==> src/rtl/mmt_pkg.sv <==
package mmt_pkg;

    typedef enum logic [1:0] {
        MODE_DUAL8 = 2'd0,
        MODE_WIDE  = 2'd1,
        MODE_CAPT  = 2'd2,
        MODE_CAPTX = 2'd3
    } mode_e;

    localparam int unsigned REG_AW  = 3;
    localparam int unsigned NUM_CAP = 2;

    localparam logic [REG_AW-1:0] A_CFG  = 3'd0;
    localparam logic [REG_AW-1:0] A_PRE  = 3'd1;
    localparam logic [REG_AW-1:0] A_PER  = 3'd2;
    localparam logic [REG_AW-1:0] A_DUTY = 3'd3;
    localparam logic [REG_AW-1:0] A_CAP0 = 3'd4;
    localparam logic [REG_AW-1:0] A_CAP1 = 3'd5;
    localparam logic [REG_AW-1:0] A_FLAG = 3'd6;
    localparam logic [REG_AW-1:0] A_CNT  = 3'd7;

    function automatic logic is_capt(mode_e m);
        return (m == MODE_CAPT) || (m == MODE_CAPTX);
    endfunction

endpackage

==> src/rtl/mmt_prescaler.sv <==
module mmt_prescaler #(
    parameter int unsigned PRE_W = 8
) (
    input  logic             clk,
    input  logic             rst_n,
    input  logic             clear,
    input  logic [PRE_W-1:0] limit,
    output logic             tick
);
    typedef struct packed {
        logic [PRE_W-1:0] cnt;
    } pre_s;

    pre_s pre_d, pre_q;

    always_comb begin
        pre_d = pre_q;
        tick  = (pre_q.cnt >= limit) && !clear;
        if (clear || tick) pre_d.cnt = '0;
        else               pre_d.cnt = pre_q.cnt + PRE_W'(1);
    end

    always_ff @(posedge clk or negedge rst_n) begin
        if (!rst_n) pre_q <= '0;
        else        pre_q <= pre_d;
    end

    // after a tick the next tick is one clock away only for a zero limit
    assert_tick_gap_R2: assert property (@(posedge clk) disable iff (!rst_n)
        tick |=> (!tick || limit == '0));

endmodule

==> src/rtl/mmt_counter.sv <==
module mmt_counter
    import mmt_pkg::*;
#(
    parameter int unsigned CNT_W = 16
) (
    input  logic             clk,
    input  logic             rst_n,
    input  logic             clear,
    input  logic             tick,
    input  mode_e            mode,
    input  logic [CNT_W-1:0] per_cfg,
    input  logic [CNT_W-1:0] duty_cfg,
    output logic [CNT_W-1:0] count,
    output logic [1:0]       pwm
);
    localparam int unsigned HALF_W = CNT_W / 2;

    typedef struct packed {
        logic [HALF_W-1:0] lo;
        logic [HALF_W-1:0] hi;
        logic [CNT_W-1:0]  act_per;
        logic [CNT_W-1:0]  act_duty;
    } cnt_s;

    cnt_s cnt_d, cnt_q;
    logic lo_top, hi_top, full_top;

    always_comb begin
        cnt_d    = cnt_q;
        lo_top   = (cnt_q.lo == cnt_q.act_per[HALF_W-1:0]);
        hi_top   = (cnt_q.hi == cnt_q.act_per[CNT_W-1:HALF_W]);
        full_top = ({cnt_q.hi, cnt_q.lo} == cnt_q.act_per);
        if (clear) begin
            cnt_d.lo       = '0;
            cnt_d.hi       = '0;
            cnt_d.act_per  = per_cfg;
            cnt_d.act_duty = duty_cfg;
        end else if (tick) begin
            unique case (mode)
                MODE_DUAL8: begin
                    if (lo_top) begin
                        cnt_d.lo = '0;
                        cnt_d.act_per[HALF_W-1:0]  = per_cfg[HALF_W-1:0];
                        cnt_d.act_duty[HALF_W-1:0] = duty_cfg[HALF_W-1:0];
                    end else begin
                        cnt_d.lo = cnt_q.lo + HALF_W'(1);
                    end
                    if (hi_top) begin
                        cnt_d.hi = '0;
                        cnt_d.act_per[CNT_W-1:HALF_W]  = per_cfg[CNT_W-1:HALF_W];
                        cnt_d.act_duty[CNT_W-1:HALF_W] = duty_cfg[CNT_W-1:HALF_W];
                    end else begin
                        cnt_d.hi = cnt_q.hi + HALF_W'(1);
                    end
                end
                MODE_WIDE: begin
                    if (full_top) begin
                        {cnt_d.hi, cnt_d.lo} = '0;
                        cnt_d.act_per  = per_cfg;
                        cnt_d.act_duty = duty_cfg;
                    end else begin
                        {cnt_d.hi, cnt_d.lo} = {cnt_q.hi, cnt_q.lo} + CNT_W'(1);
                    end
                end
                default: {cnt_d.hi, cnt_d.lo} = {cnt_q.hi, cnt_q.lo} + CNT_W'(1);
            endcase
        end
    end

    always_comb begin
        count = {cnt_q.hi, cnt_q.lo};
        pwm   = 2'b00;
        if (mode == MODE_DUAL8) begin
            pwm[0] = cnt_q.lo < cnt_q.act_duty[HALF_W-1:0];
            pwm[1] = cnt_q.hi < cnt_q.act_duty[CNT_W-1:HALF_W];
        end else if (mode == MODE_WIDE) begin
            pwm[0] = count < cnt_q.act_duty;
        end
    end

    always_ff @(posedge clk or negedge rst_n) begin
        if (!rst_n) cnt_q <= '0;
        else        cnt_q <= cnt_d;
    end

    assert_mode_clear_R11: assert property (@(posedge clk) disable iff (!rst_n)
        clear |=> (count == '0));

    assert_wide_bound_R4: assert property (@(posedge clk) disable iff (!rst_n)
        (mode == MODE_WIDE) |-> (count <= cnt_q.act_per));

    assert_duty_hold_R12: assert property (@(posedge clk) disable iff (!rst_n)
        (mode == MODE_WIDE && !clear && !(tick && full_top)) |=> $stable(cnt_q.act_duty));

endmodule

==> src/rtl/mmt_capture.sv <==
module mmt_capture #(
    parameter int unsigned CNT_W  = 16,
    parameter int unsigned SYNC_N = 2
) (
    input  logic             clk,
    input  logic             rst_n,
    input  logic             pin,
    input  logic             fall_sel,
    input  logic             enable,
    input  logic [CNT_W-1:0] count,
    output logic             hit,
    output logic [CNT_W-1:0] value
);
    typedef struct packed {
        logic [SYNC_N-1:0] sync;
        logic              prev;
        logic [CNT_W-1:0]  value;
    } cap_s;

    cap_s cap_d, cap_q;
    logic now_lvl;

    always_comb begin
        cap_d      = cap_q;
        now_lvl    = cap_q.sync[SYNC_N-1];
        cap_d.sync = {cap_q.sync[SYNC_N-2:0], pin};
        cap_d.prev = now_lvl;
        hit = enable && (fall_sel ? (cap_q.prev && !now_lvl) : (!cap_q.prev && now_lvl));
        if (hit) cap_d.value = count;
        value = cap_q.value;
    end

    always_ff @(posedge clk or negedge rst_n) begin
        if (!rst_n) cap_q <= '0;
        else        cap_q <= cap_d;
    end

    assert_cap_value_R7: assert property (@(posedge clk) disable iff (!rst_n)
        hit |=> (value == $past(count)));

endmodule

==> src/rtl/mmt_channel.sv <==
module mmt_channel
    import mmt_pkg::*;
#(
    parameter int unsigned CNT_W  = 16,
    parameter int unsigned PRE_W  = 8,
    parameter int unsigned SYNC_N = 2
) (
    input  logic              clk,
    input  logic              rst_n,
    input  logic              wr_en,
    input  logic [REG_AW-1:0] wr_addr,
    input  logic [CNT_W-1:0]  wr_data,
    input  logic [REG_AW-1:0] rd_addr,
    output logic [CNT_W-1:0]  rd_data,
    input  logic [NUM_CAP-1:0] cap_in,
    output logic [1:0]        pwm_out,
    output logic              cap_irq
);
    typedef struct packed {
        logic [CNT_W-1:0]   cfg;
        logic [PRE_W-1:0]   pre;
        logic [CNT_W-1:0]   per;
        logic [CNT_W-1:0]   duty;
        logic [NUM_CAP-1:0] flags;
    } regs_s;

    regs_s reg_d, reg_q;
    mode_e mode_q;
    logic  mode_chg, tick;
    logic [CNT_W-1:0]   count;
    logic [NUM_CAP-1:0] hits;
    logic [CNT_W-1:0]   cap_val [NUM_CAP];

    assign mode_q   = mode_e'(reg_q.cfg[1:0]);
    assign mode_chg = wr_en && (wr_addr == A_CFG) && (wr_data[1:0] != reg_q.cfg[1:0]);

    always_comb begin
        reg_d = reg_q;
        if (wr_en) begin
            unique case (wr_addr)
                A_CFG:   reg_d.cfg  = wr_data;
                A_PRE:   reg_d.pre  = wr_data[PRE_W-1:0];
                A_PER:   reg_d.per  = wr_data;
                A_DUTY:  reg_d.duty = wr_data;
                A_FLAG:  reg_d.flags = reg_q.flags & ~wr_data[NUM_CAP-1:0];
                default: ;
            endcase
        end
        reg_d.flags = reg_d.flags | hits;
    end

    always_ff @(posedge clk or negedge rst_n) begin
        if (!rst_n) reg_q <= '0;
        else        reg_q <= reg_d;
    end

    mmt_prescaler #(.PRE_W(PRE_W)) u_pre (
        .clk(clk), .rst_n(rst_n), .clear(mode_chg), .limit(reg_q.pre), .tick(tick)
    );

    mmt_counter #(.CNT_W(CNT_W)) u_cnt (
        .clk(clk), .rst_n(rst_n), .clear(mode_chg), .tick(tick), .mode(mode_q),
        .per_cfg(reg_q.per), .duty_cfg(reg_q.duty), .count(count), .pwm(pwm_out)
    );

    for (genvar g = 0; g < NUM_CAP; g++) begin : g_cap
        mmt_capture #(.CNT_W(CNT_W), .SYNC_N(SYNC_N)) u_cap (
            .clk(clk), .rst_n(rst_n), .pin(cap_in[g]), .fall_sel(reg_q.cfg[2+g]),
            .enable(is_capt(mode_q)), .count(count), .hit(hits[g]), .value(cap_val[g])
        );
    end

    always_comb begin
        unique case (rd_addr)
            A_CFG:   rd_data = reg_q.cfg;
            A_PRE:   rd_data = {{(CNT_W-PRE_W){1'b0}}, reg_q.pre};
            A_PER:   rd_data = reg_q.per;
            A_DUTY:  rd_data = reg_q.duty;
            A_CAP0:  rd_data = cap_val[0];
            A_CAP1:  rd_data = cap_val[1];
            A_FLAG:  rd_data = {{(CNT_W-NUM_CAP){1'b0}}, reg_q.flags};
            default: rd_data = count;
        endcase
    end

    assign cap_irq = |reg_q.flags;

    assert_flag_sticky_R9: assert property (@(posedge clk) disable iff (!rst_n)
        !(wr_en && wr_addr == A_FLAG) |=> ((reg_q.flags & $past(reg_q.flags)) == $past(reg_q.flags)));

    assert_no_stray_flag_R10: assert property (@(posedge clk) disable iff (!rst_n)
        (!is_capt(mode_q) && !(wr_en && wr_addr == A_FLAG)) |=> (reg_q.flags == $past(reg_q.flags)));

    assert_wide_idle_R5: assert property (@(posedge clk) disable iff (!rst_n)
        (mode_q == MODE_WIDE || is_capt(mode_q)) |-> !pwm_out[1]);

endmodule

==> config.mk <==
export PLATFORM = sky130hd
export DESIGN_NAME = mmt_channel
export DESIGN_NICKNAME = d
export VERILOG_FILES = /design/src/rtl/mmt_pkg.sv /design/src/rtl/mmt_prescaler.sv /design/src/rtl/mmt_counter.sv /design/src/rtl/mmt_capture.sv /design/src/rtl/mmt_channel.sv
export SDC_FILE = /design/constraint.sdc
export NUM_CORES = 1
export LEC_CHECK = 0
export BUFFER_PORTS_ARGS = -buffer_cell sky130_fd_sc_hd__buf_2
export CAP_MARGIN = 20
export CORE_UTILIZATION = 59
export DETAILED_ROUTE_END_ITERATION = 10
export PLACE_DENSITY = 0.77
export SLEW_MARGIN = 10
export SYNTH_ARGS = -nofsm -noshare
export SYNTH_HDL_FRONTEND = slang
export SYNTH_HIERARCHICAL = 1
export SYNTH_SLANG_ARGS = --single-unit
==> constraint.sdc <==
create_clock -name clk -period 4.9 [get_ports clk]
set_input_delay 0.735 -clock clk [delete_from_list [all_inputs] [get_ports clk]]
set_output_delay 0.735 -clock clk [all_outputs]
set_load 0.02 [all_outputs]
# Yosys cells after proc, flatten, opt, wreduce, memory -nomap -nowiden
# Index checks and enable logic that the tools add are counted.
# word_totals
regBits	152
out_inout_bits	19
# op_classes
addsub	4
order_cmp	4
n_eq_ne	20
muxes	21
bitwise	3
n_reduce_logical	28
# ops
operator	n
$pmux W16 S7	1
$mux W48	2
$pmux W32 S2	1
$mux W8	7
$mux W32	1
$pmux W16 S2	1
$add A8 B1 Y8 const B	3
$add A16 B1 Y16 const B	1
$eq A16 B16 Y1	1
$eq A8 B8 Y1	2
$lt A16 B16 Y1	1
$lt A8 B8 Y1	2
$mux W16	1
$eq A3 B2 Y1 const B	4
$eq A3 B3 Y1 const B	4
$logic_and A1 B1 Y1	9
$ne A3 B2 Y1 const B	3
$ge A8 B8 Y1	1
$reduce_and A2 Y1	4
$reduce_and A4 Y1	2
$eq A3 B1 Y1 const B	2
$logic_not A3 Y1	2
$logic_not A1 Y1	5
$mux W1	5
other kinds (12)	15

# Longest topological paths before layout
# Gate-level depths: netlist (run 1).
# logic_depth
depth_word	7
ltp_mapped	11
mapped_depth_nobuf	10

# Modules after synthesis
# Netlist (run 1), hierarchy kept.
# by_module_without_submodules
module	n_inst	cells_each	area_per_inst_um2
mmt_channel	1	277	3233.1
mmt_capture	2	155	1607.8
mmt_counter	1	284	3022.9
mmt_prescaler	1	58	625.6

# Worst setup path after synthesis (run 1)
# Ideal clock, no wire load.
# synth_path
path_type	input port to flip-flop
from	input port wr_en
to	register u_cnt.cnt_q, in the netlist u_cnt/count[3]
arrival_ns	3.057
required_time_ns	4.774
slack_ns	1.717
path_stages	10
path_buffers	3
cell_sequence	nor2b_4 -> nor3b_4 -> buf_12 -> a21boi_2 -> buf_1 -> nor2b_1 -> clkbuf_1 -> nand2_1 -> nor2_1 -> a221o_1
# synth_via
elab_chain_cells	5
word_cells_on_any_way	6
cone_classes	mux (1); reduce/logical (5)
# synth_rtl
item	line	rtl
start, declared	mmt_channel.sv:10	input logic wr_en,
$logic_and A1 B1 Y1 (2 in a row)	mmt_channel.sv:35	assign mode_chg = wr_en && (wr_addr == A_CFG) && (wr_data[1:0] != reg_q.cfg[1:0]);
named net mode_chg	mmt_channel.sv:29	logic mode_chg, tick;
$logic_not A1 Y1	mmt_prescaler.sv:18	tick = (pre_q.cnt >= limit) && !clear;
$logic_and A1 B1 Y1	mmt_prescaler.sv:18	
named net tick	mmt_channel.sv:29	
$reduce_bool A2 Y1 (no source line)	n/a	
end signal, assigned	mmt_counter.sv:83	else cnt_q <= cnt_d;
end, declared	mmt_counter.sv:25	cnt_s cnt_d, cnt_q;
# The timed path passes the listed nets, and every way through them passes these cells.
# A chain may end at the register's enable or synchronous reset.

# Worst setup path in the final report (run 1)
# layout_path
from	register u_cnt.cnt_q, in the netlist u_cnt/count[4]
to	output port pwm_out[0]
# layout_via
elab_chain_cells	3
word_cells_on_any_way	4
cone_classes	order compare (2); mux (2)
# layout_rtl
item	line	rtl
$lt A16 B16 Y1	mmt_counter.sv:77	pwm[0] = count < cnt_q.act_duty;
$mux W1	mmt_counter.sv:76	end else if (mode == MODE_WIDE) begin
$mux W1 (*)	mmt_counter.sv:73	if (mode == MODE_DUAL8) begin
end, declared	mmt_channel.sv:16	output logic [1:0] pwm_out,
# Every way passes the cells marked *; elsewhere a longest branch is shown, timed or not.

==> metrics.yaml, run 1 <==
yosys:
  netlist_instances: 929
  async_reset_ff_share_pct: 100.0
  synth_cell_types: 76
  synth_edf_count: 0
  synthesis.area_um2: 10100
  syn_nets: 983
  synth_area_per_cell_um2: 10.87
  synth_warnings: 6
  ys_seq_area_share_pct: 37.67
  ys.flop_type: "dfrtp_1"
  synth-seq-cells: 152
pwr:
  p_per_area_nw_per_um2: 495.7
  power.leakage_uw: 0.004485
  ir_worst_vdd_uv: 277.6
timing:
  worstMarginPinSlew_ns: 1.118
  clock_skew_ns: 0.008572
  finalCriticalPeriod_ns: 3.593
  fmax_ghz: 0.2783
  finalCritPeriodShare_pct: 73.32
  setup_viol: 0
  setup-tns-final_ns: 0
  hold_viol_final: 0
  drv_slew: 0
  rsz0062_at_grt: "no"
  slew_headroom_pct: 25.49
floorplanning:
  die_y_um: 132.8
  core_region_area_um2: 16640
  dieArea_um2: 17640
  start_util_pct: 60.67
  io_pins: 46
  fp.dieW_um: 132.8
  rows: 47
detailed_routing:
  drc: 0
  routed_wl_um: 24410
  vias: 7316
  vias_per_cell: 6.503
  wl_per_cell_um: 21.69
  ant_nets: 0
  drtIter0Drc: 603
  dr.pass1.iters: 5
worst_setup_path:
  r2r_cells: 9
  endpoint_kind: "output port"
  path_class: "reg -> out"
  crit_fanout: 12
  cp_cell_sequence: "ha_1 -> a21o_1 -> a21oi_1 -> o21ai_0 -> a211o_1 -> a221oi_1 -> buf_2"
  cp_slowest_cell: "dfrtp_1"
  arrival_ns: 2.86
  cp.required_ns: 4.16
  cp-start-kind: "flop"
  slowest_delay_ns: 0.76
clocking:
  cts_tree: "done"
  post_cts_resize_count: 0
  root_buffer: "clkbuf_16"
  clk_latency_ns: 0.42
  htree_levels: 4
  clk_pin_slew_ns: 0.06
  clkSinkCount: 152
  hold_buffers: 0
  clockBufferDepth: 2
  numCtsBuffers: 17
  postCtsSetupBuffers: 0
global_route:
  grt_pass1_wl_um: 39550
  grt_overflow: 0
  grt_use_total_pct: 28.92
  antenna_found_initial: 0
  first_global_vias: 7192
  grt_max_degree: 82
finish:
  nNetsFinal: 950
  fin_util_pct: 63.27
  drive_gt1_share_pct: 29.06
  fillers: 1278
  diodes: 0
  syn2layout_area_growth_pct: 4.287
placement:
  gp_congestion: 0.8804
  hpwl_um: 16040
  port_buffers: 45
min_path:
  hp-class: "in -> async"
run:
  cap_violations: 0
outcome:
  outcome: "finished, final reports clean"
-- power by group --
part	internal, uW	switching (uW)	leakage, uW
registers	1650	491	0.00188
clock network	853	522	0.000294
logic	860	845	0.00231
total	3360	1860	0.00448
-- critical path: cells and delay by family (launching register included) --
family,cells,cell delay (ns)
AO/OA/AOI/OAI,5,1.06
adder cells (fa/ha/maj),1,0.37
buffers and inverters,1,0.23
flip-flops,1,0.76
-- registers in the layout (all words and copies together), names as in the netlist --
register,count
g_cap.u_cap/cap_d,4
g_cap.u_cap/value,32
reg_q,56
g_cap.u_cap/cap_q,2
u_cnt/cnt_q,32
u_cnt/count,16
mode_q,2
u_pre/pre_q,8
-- layout make-up --
class	count	area [um2]	share of cell area (%)
repair buffers	58	329.1	3.125
clock inverters	9	152.6	1.450
clock buffers	19	442.9	4.206
inverters	62	232.7	2.210
well taps	220	275.3	2.614
flip-flops and latches	152	3804	36.12
multi-input cells	605	5294	50.27
-- per-stage QoR --
| stage | setup WS (ns) | hold slack [ns] | instance area (um2) | total power, uW | instances |
|---|---|---|---|---|---|
| after floorplan | 1.717 | 0.3312 | 10100 | 3557 | 929 |
| after global placement | 1.420 | 0.3337 | 9935 | 3756 | 1097 |
| after detailed placement | 1.363 | 0.3347 | 9935 | 3830 | 1097 |
| after CTS | 1.357 | 0.3492 | 10530 | 5214 | 1125 |
| after global routing | 1.166 | 0.3568 | 10530 | 5491 | 1125 |
| final | 1.307 | 0.3481 | 10530 | 5219 | 1125 |
-- worst paths after layout --
kind / startpoint / to / slack [ns]
hold / removal: rst_n / u_cnt/count[12] / 0.35
setup reg to reg: u_pre/pre_q[0] / u_cnt/count[5] / 1.48
max in group asynchronous: rst_n / u_cnt/cnt_q[20] / 3.50
hold reg to reg: g_cap[1].u_cap/cap_d[18] / g_cap[1].u_cap/cap_d[16] / 0.35
min in group clk: g_cap[1].u_cap/cap_d[18] / g_cap[1].u_cap/cap_d[16] / 0.35
setup / recovery: u_cnt/count[4] / pwm_out[0] / 1.31
-- placed cells by master (no fill, tap or decap), types with 18 or more instances in the layout --
| cell type | synthesis | routed |
|---|---|---|
| dfrtp_1 | 152 | 152 |
| mux2_2 | 78 | 78 |
| inv_1 | 60 | 60 |
| buf_2 | 21 | 44 |
| nor2b_1 | 41 | 41 |
| o21a_1 | 41 | 41 |
| nor4b_1 | 32 | 32 |
| nor2_1 | 28 | 28 |
| nand2_1 | 27 | 27 |
| ha_1 | 27 | 27 |
| a21oi_1 | 22 | 22 |
| a221oi_2 | 22 | 22 |
| xor2_1 | 22 | 22 |
| o32ai_2 | 20 | 20 |
| mux2_4 | 19 | 19 |
| nand3_1 | 18 | 18 |
-- synth_stat cells (9+ instances only) --
master,instances,area [um2]
a221oi_1,16,140.1
o21ai_0,15,75.07
a21oi_1,22,110.1
mux2i_1,11,110.1
nor2_1,28,105.1
o32ai_1,14,122.6
clkbuf_1,10,37.54
nand2b_1,13,81.33
ha_1,27,337.8
nor4b_1,32,280.3
buf_6,9,101.4
mux2_2,78,878.3
nand2_1,27,101.4
o21a_1,41,307.8
inv_1,60,225.2
nand3_1,18,90.09
o32ai_2,20,325.3
nor4_1,9,56.30
buf_2,21,105.1
a221oi_2,22,330.3
mux2_4,19,285.3
dfrtp_1,152,3804
a31oi_1,12,75.07
buf_4,64,480.5
nor2b_1,41,256.5
xor2_1,22,192.7
-- per-layer routing --
layer  up-vias  global-route usage (%)  wire length (um)
met5         -                       0                 0
met4         0                   10.09               439
met3        39                   4.713              1472
met2       276                   44.15             11280
met1      3685                   41.65             11210
li1       3316                       -                 -
-- cell families after synthesis --
kind of cell | synth area share (%)
buffers and inverters | 9.901
multiplexers | 12.84
AO/OA/AOI/OAI | 20.09
flip-flops | 37.67
AND/OR/NAND/NOR | 13.64
adder cells (fa/ha/maj) | 3.346
XOR/XNOR | 2.515
(Power assumes the default switching activity.)
==> run 2, diff against run 1 <==
==> constraint.sdc (replaced) <==
create_clock -name clk -period 3.7 [get_ports clk]
set_input_delay 0.555 -clock clk [delete_from_list [all_inputs] [get_ports clk]]
set_output_delay 0.555 -clock clk [all_outputs]
set_load 0.02 [all_outputs]
==> run 2 against run 1 <==
Register-to-register slack worse by 1.1 ns. Hold slack got worse by 0.20 ns. Sequential share of layout area decreased by 0.24 points. Clock skew is essentially flat. Critical path depth rose by 3. Clock-buffer cell count grew 1. Worst setup slack got worse by 0.91 ns. Die area did not move. Power grew 32%. Critical endpoint is now u_cnt/count[3]. Largest cell class unchanged.
==> metrics.yaml, run 2 (synthesis results as in run 1) <==
worst_setup_path:
  arrival_ns: 3.68  # +0.82 ns
  r2r-end: "u_cnt/count[3]"
  crit_fanout: 10  # -2
  cp-start-kind: "flop"
  r2r_cells: 10  # +1
  cp.required_ns: 4.07  # -0.09 ns
  r2r_slack_ns: 0.39  # -1.09 ns
  path_class: "reg -> reg"
  timing.rr.start: "u_pre/pre_q[0]"
  endpoint_kind: "flop"
global_route:
  first_global_vias: 7053  # -1.9%
  grt_use_met3_pct: 7.165  # +2.5 points
  grt_most_used_layer: "met2"
  grt_overflow: 0  # unchanged
  grt_use_met2_pct: 44.47  # +0.32 points
  grt_max_degree: 79  # -3.7%
  grt_use_total_pct: 29.15  # +0.23 points
  grtUsageMet1_pct: 40.38  # -1.3 points
  antenna_found_initial: 1  # +1
  grt_pass1_wl_um: 39410  # -0.37%
floorplanning:
  io_pins: 46  # unchanged
  fp.dieW_um: 132.8  # unchanged
  start_util_pct: 60.67  # unchanged
  core_region_area_um2: 16640  # unchanged
  rows: 47  # unchanged
  dieArea_um2: 17640  # unchanged
  die_y_um: 132.8  # unchanged
detailed_routing:
  ant_nets: 0  # unchanged
  wl_per_cell_um: 21.60  # -0.42%
  drc: 0  # unchanged
  dr.pass1.iters: 7  # +2
  vias: 7395  # +1.1%
  routed_wl_um: 24610  # +0.82%
  drtIter0Drc: 606  # +0.50%
  vias_per_cell: 6.493  # -0.16%
timing:
  finalCriticalPeriod_ns: 3.308
  hold_viol_final: 0  # unchanged
  worstMarginPinSlew_ns: 1.058  # -0.05927 ns
  fmax_ghz: 0.3023
  hold_ws_ns: 0.1502  # -0.1979 ns
  finalCritPeriodShare_pct: 89.39
  setup-tns-final_ns: 0  # unchanged
  clock_skew_ns: 0.008569  # -0.000003500 ns
  setup_viol: 0  # unchanged
  drv_slew: 0  # unchanged
  slew_headroom_pct: 29.44  # +4.0 points
  rsz0062_at_grt: "no"
clocking:
  numCtsBuffers: 17  # unchanged
  htree_levels: 4  # unchanged
  clkSinkCount: 152  # unchanged
  postCtsSetupBuffers: 0  # unchanged
  clk_pin_slew_ns: 0.06  # about the same
  root_buffer: "clkbuf_16"
  clk_latency_ns: 0.44  # +0.02 ns
  hold_buffers: 0  # unchanged
  post_cts_resize_count: 0  # unchanged
  cts_tree: "done"
  clockBufferDepth: 2  # unchanged
placement:
  port_buffers: 45  # unchanged
  hpwl_um: 17030  # +6.2%
  dpl_cell_area_um2: 10030  # +0.96%
  gp_congestion: 0.8913  # +1.2%
run:
  cap_violations: 0  # unchanged
finish:
  largest_register_ff_count: 56  # unchanged
  top_register: "reg_q"
  layout_commonest_cell: "dfrtp_1"
  nNetsFinal: 961  # +1.2%
  syn2layout_area_growth_pct: 4.994
  drive_gt1_share_pct: 30.03  # +0.97 points
  diodes: 0  # unchanged
  fin_area_um2: 10600  # +0.68%
  mostFrequentLayoutCells: "dfrtp_1, mux2_2, inv_1"
pwr:
  ir_worst_vdd_uv: 437.6  # +58%
  p_per_area_nw_per_um2: 648.7  # +31%
  power.leakage_uw: 0.004529  # +0.98%
min_path:
  hp-class: "in -> async"
outcome:
  outcome: "finished, final reports clean"
## run 2: per-layer routing
metal	up-vias	wire, um	part of all wire (%)
met5	-	0	0
met4	0	552	2.2
met3	47	1412	5.7
met2	273	11570	47
met1	3731	11070	45
li1	3344	-	-
## run 2: final cells by class
class / instances / area, um2
fill: 1299 / 6041
timing repair buffer: 69 / 424.2
clock inverter: 11 / 125.1
clock buffer: 20 / 446.7
inverter: 62 / 232.7
sequential: 152 / 3804
multi-input combinational: 605 / 5294
tap: 220 / 275.3
## run 2: worst max-delay path by stage
stage	to	slack, ns	startpoint	cells after the start
final	u_cnt/count[3]	0.39	u_pre/pre_q[0]	10
after global placement	u_cnt/count[3]	0.64	u_pre/pre_q[0]	10
after global routing	u_cnt/count[5]	0.22	u_pre/pre_q[0]	10
after floorplan	u_cnt/count[3]	0.70	wr_en	10
after detailed placement	u_cnt/count[5]	0.50	u_pre/pre_q[0]	10
after CTS	pwm_out[0]	0.40	u_cnt/count[4]	7
## run 2: critical path, stage by stage, from the launching register on
cell and delay [ns]:
dfrtp_1 0.41, inv_1 0.07, ha_1 0.28, nand2b_1 0.16, a21oi_4 0.08, o31ai_4 0.54, nor2b_1 0.52, buf_4 0.24
nand2_1 0.23, nor2_1 0.48, a221o_1 0.24
## run 2: where the power goes
group | switching (uW) | total, uW | internal (uW) | leakage [uW]
clock network | 712 | 1720 | 1010 | 0.000276
logic | 1210 | 2380 | 1170 | 0.00237
registers | 595 | 2780 | 2180 | 0.00188
## run 2: per-stage QoR
step | power, uW | setup slack, ns | std cells | util (%)
2_1_floorplan | 4711 | 0.6972 | 929 | -
4_1_cts | 6859 | 0.3954 | 1139 | 63.70
3_5_place_dp | 5141 | 0.4974 | 1108 | 60.27
6_report | 6877 | 0.3924 | 1139 | 63.70
5_1_grt | 7237 | 0.2239 | 1139 | 63.70
3_3_place_gp | 5044 | 0.6375 | 1108 | 60.27
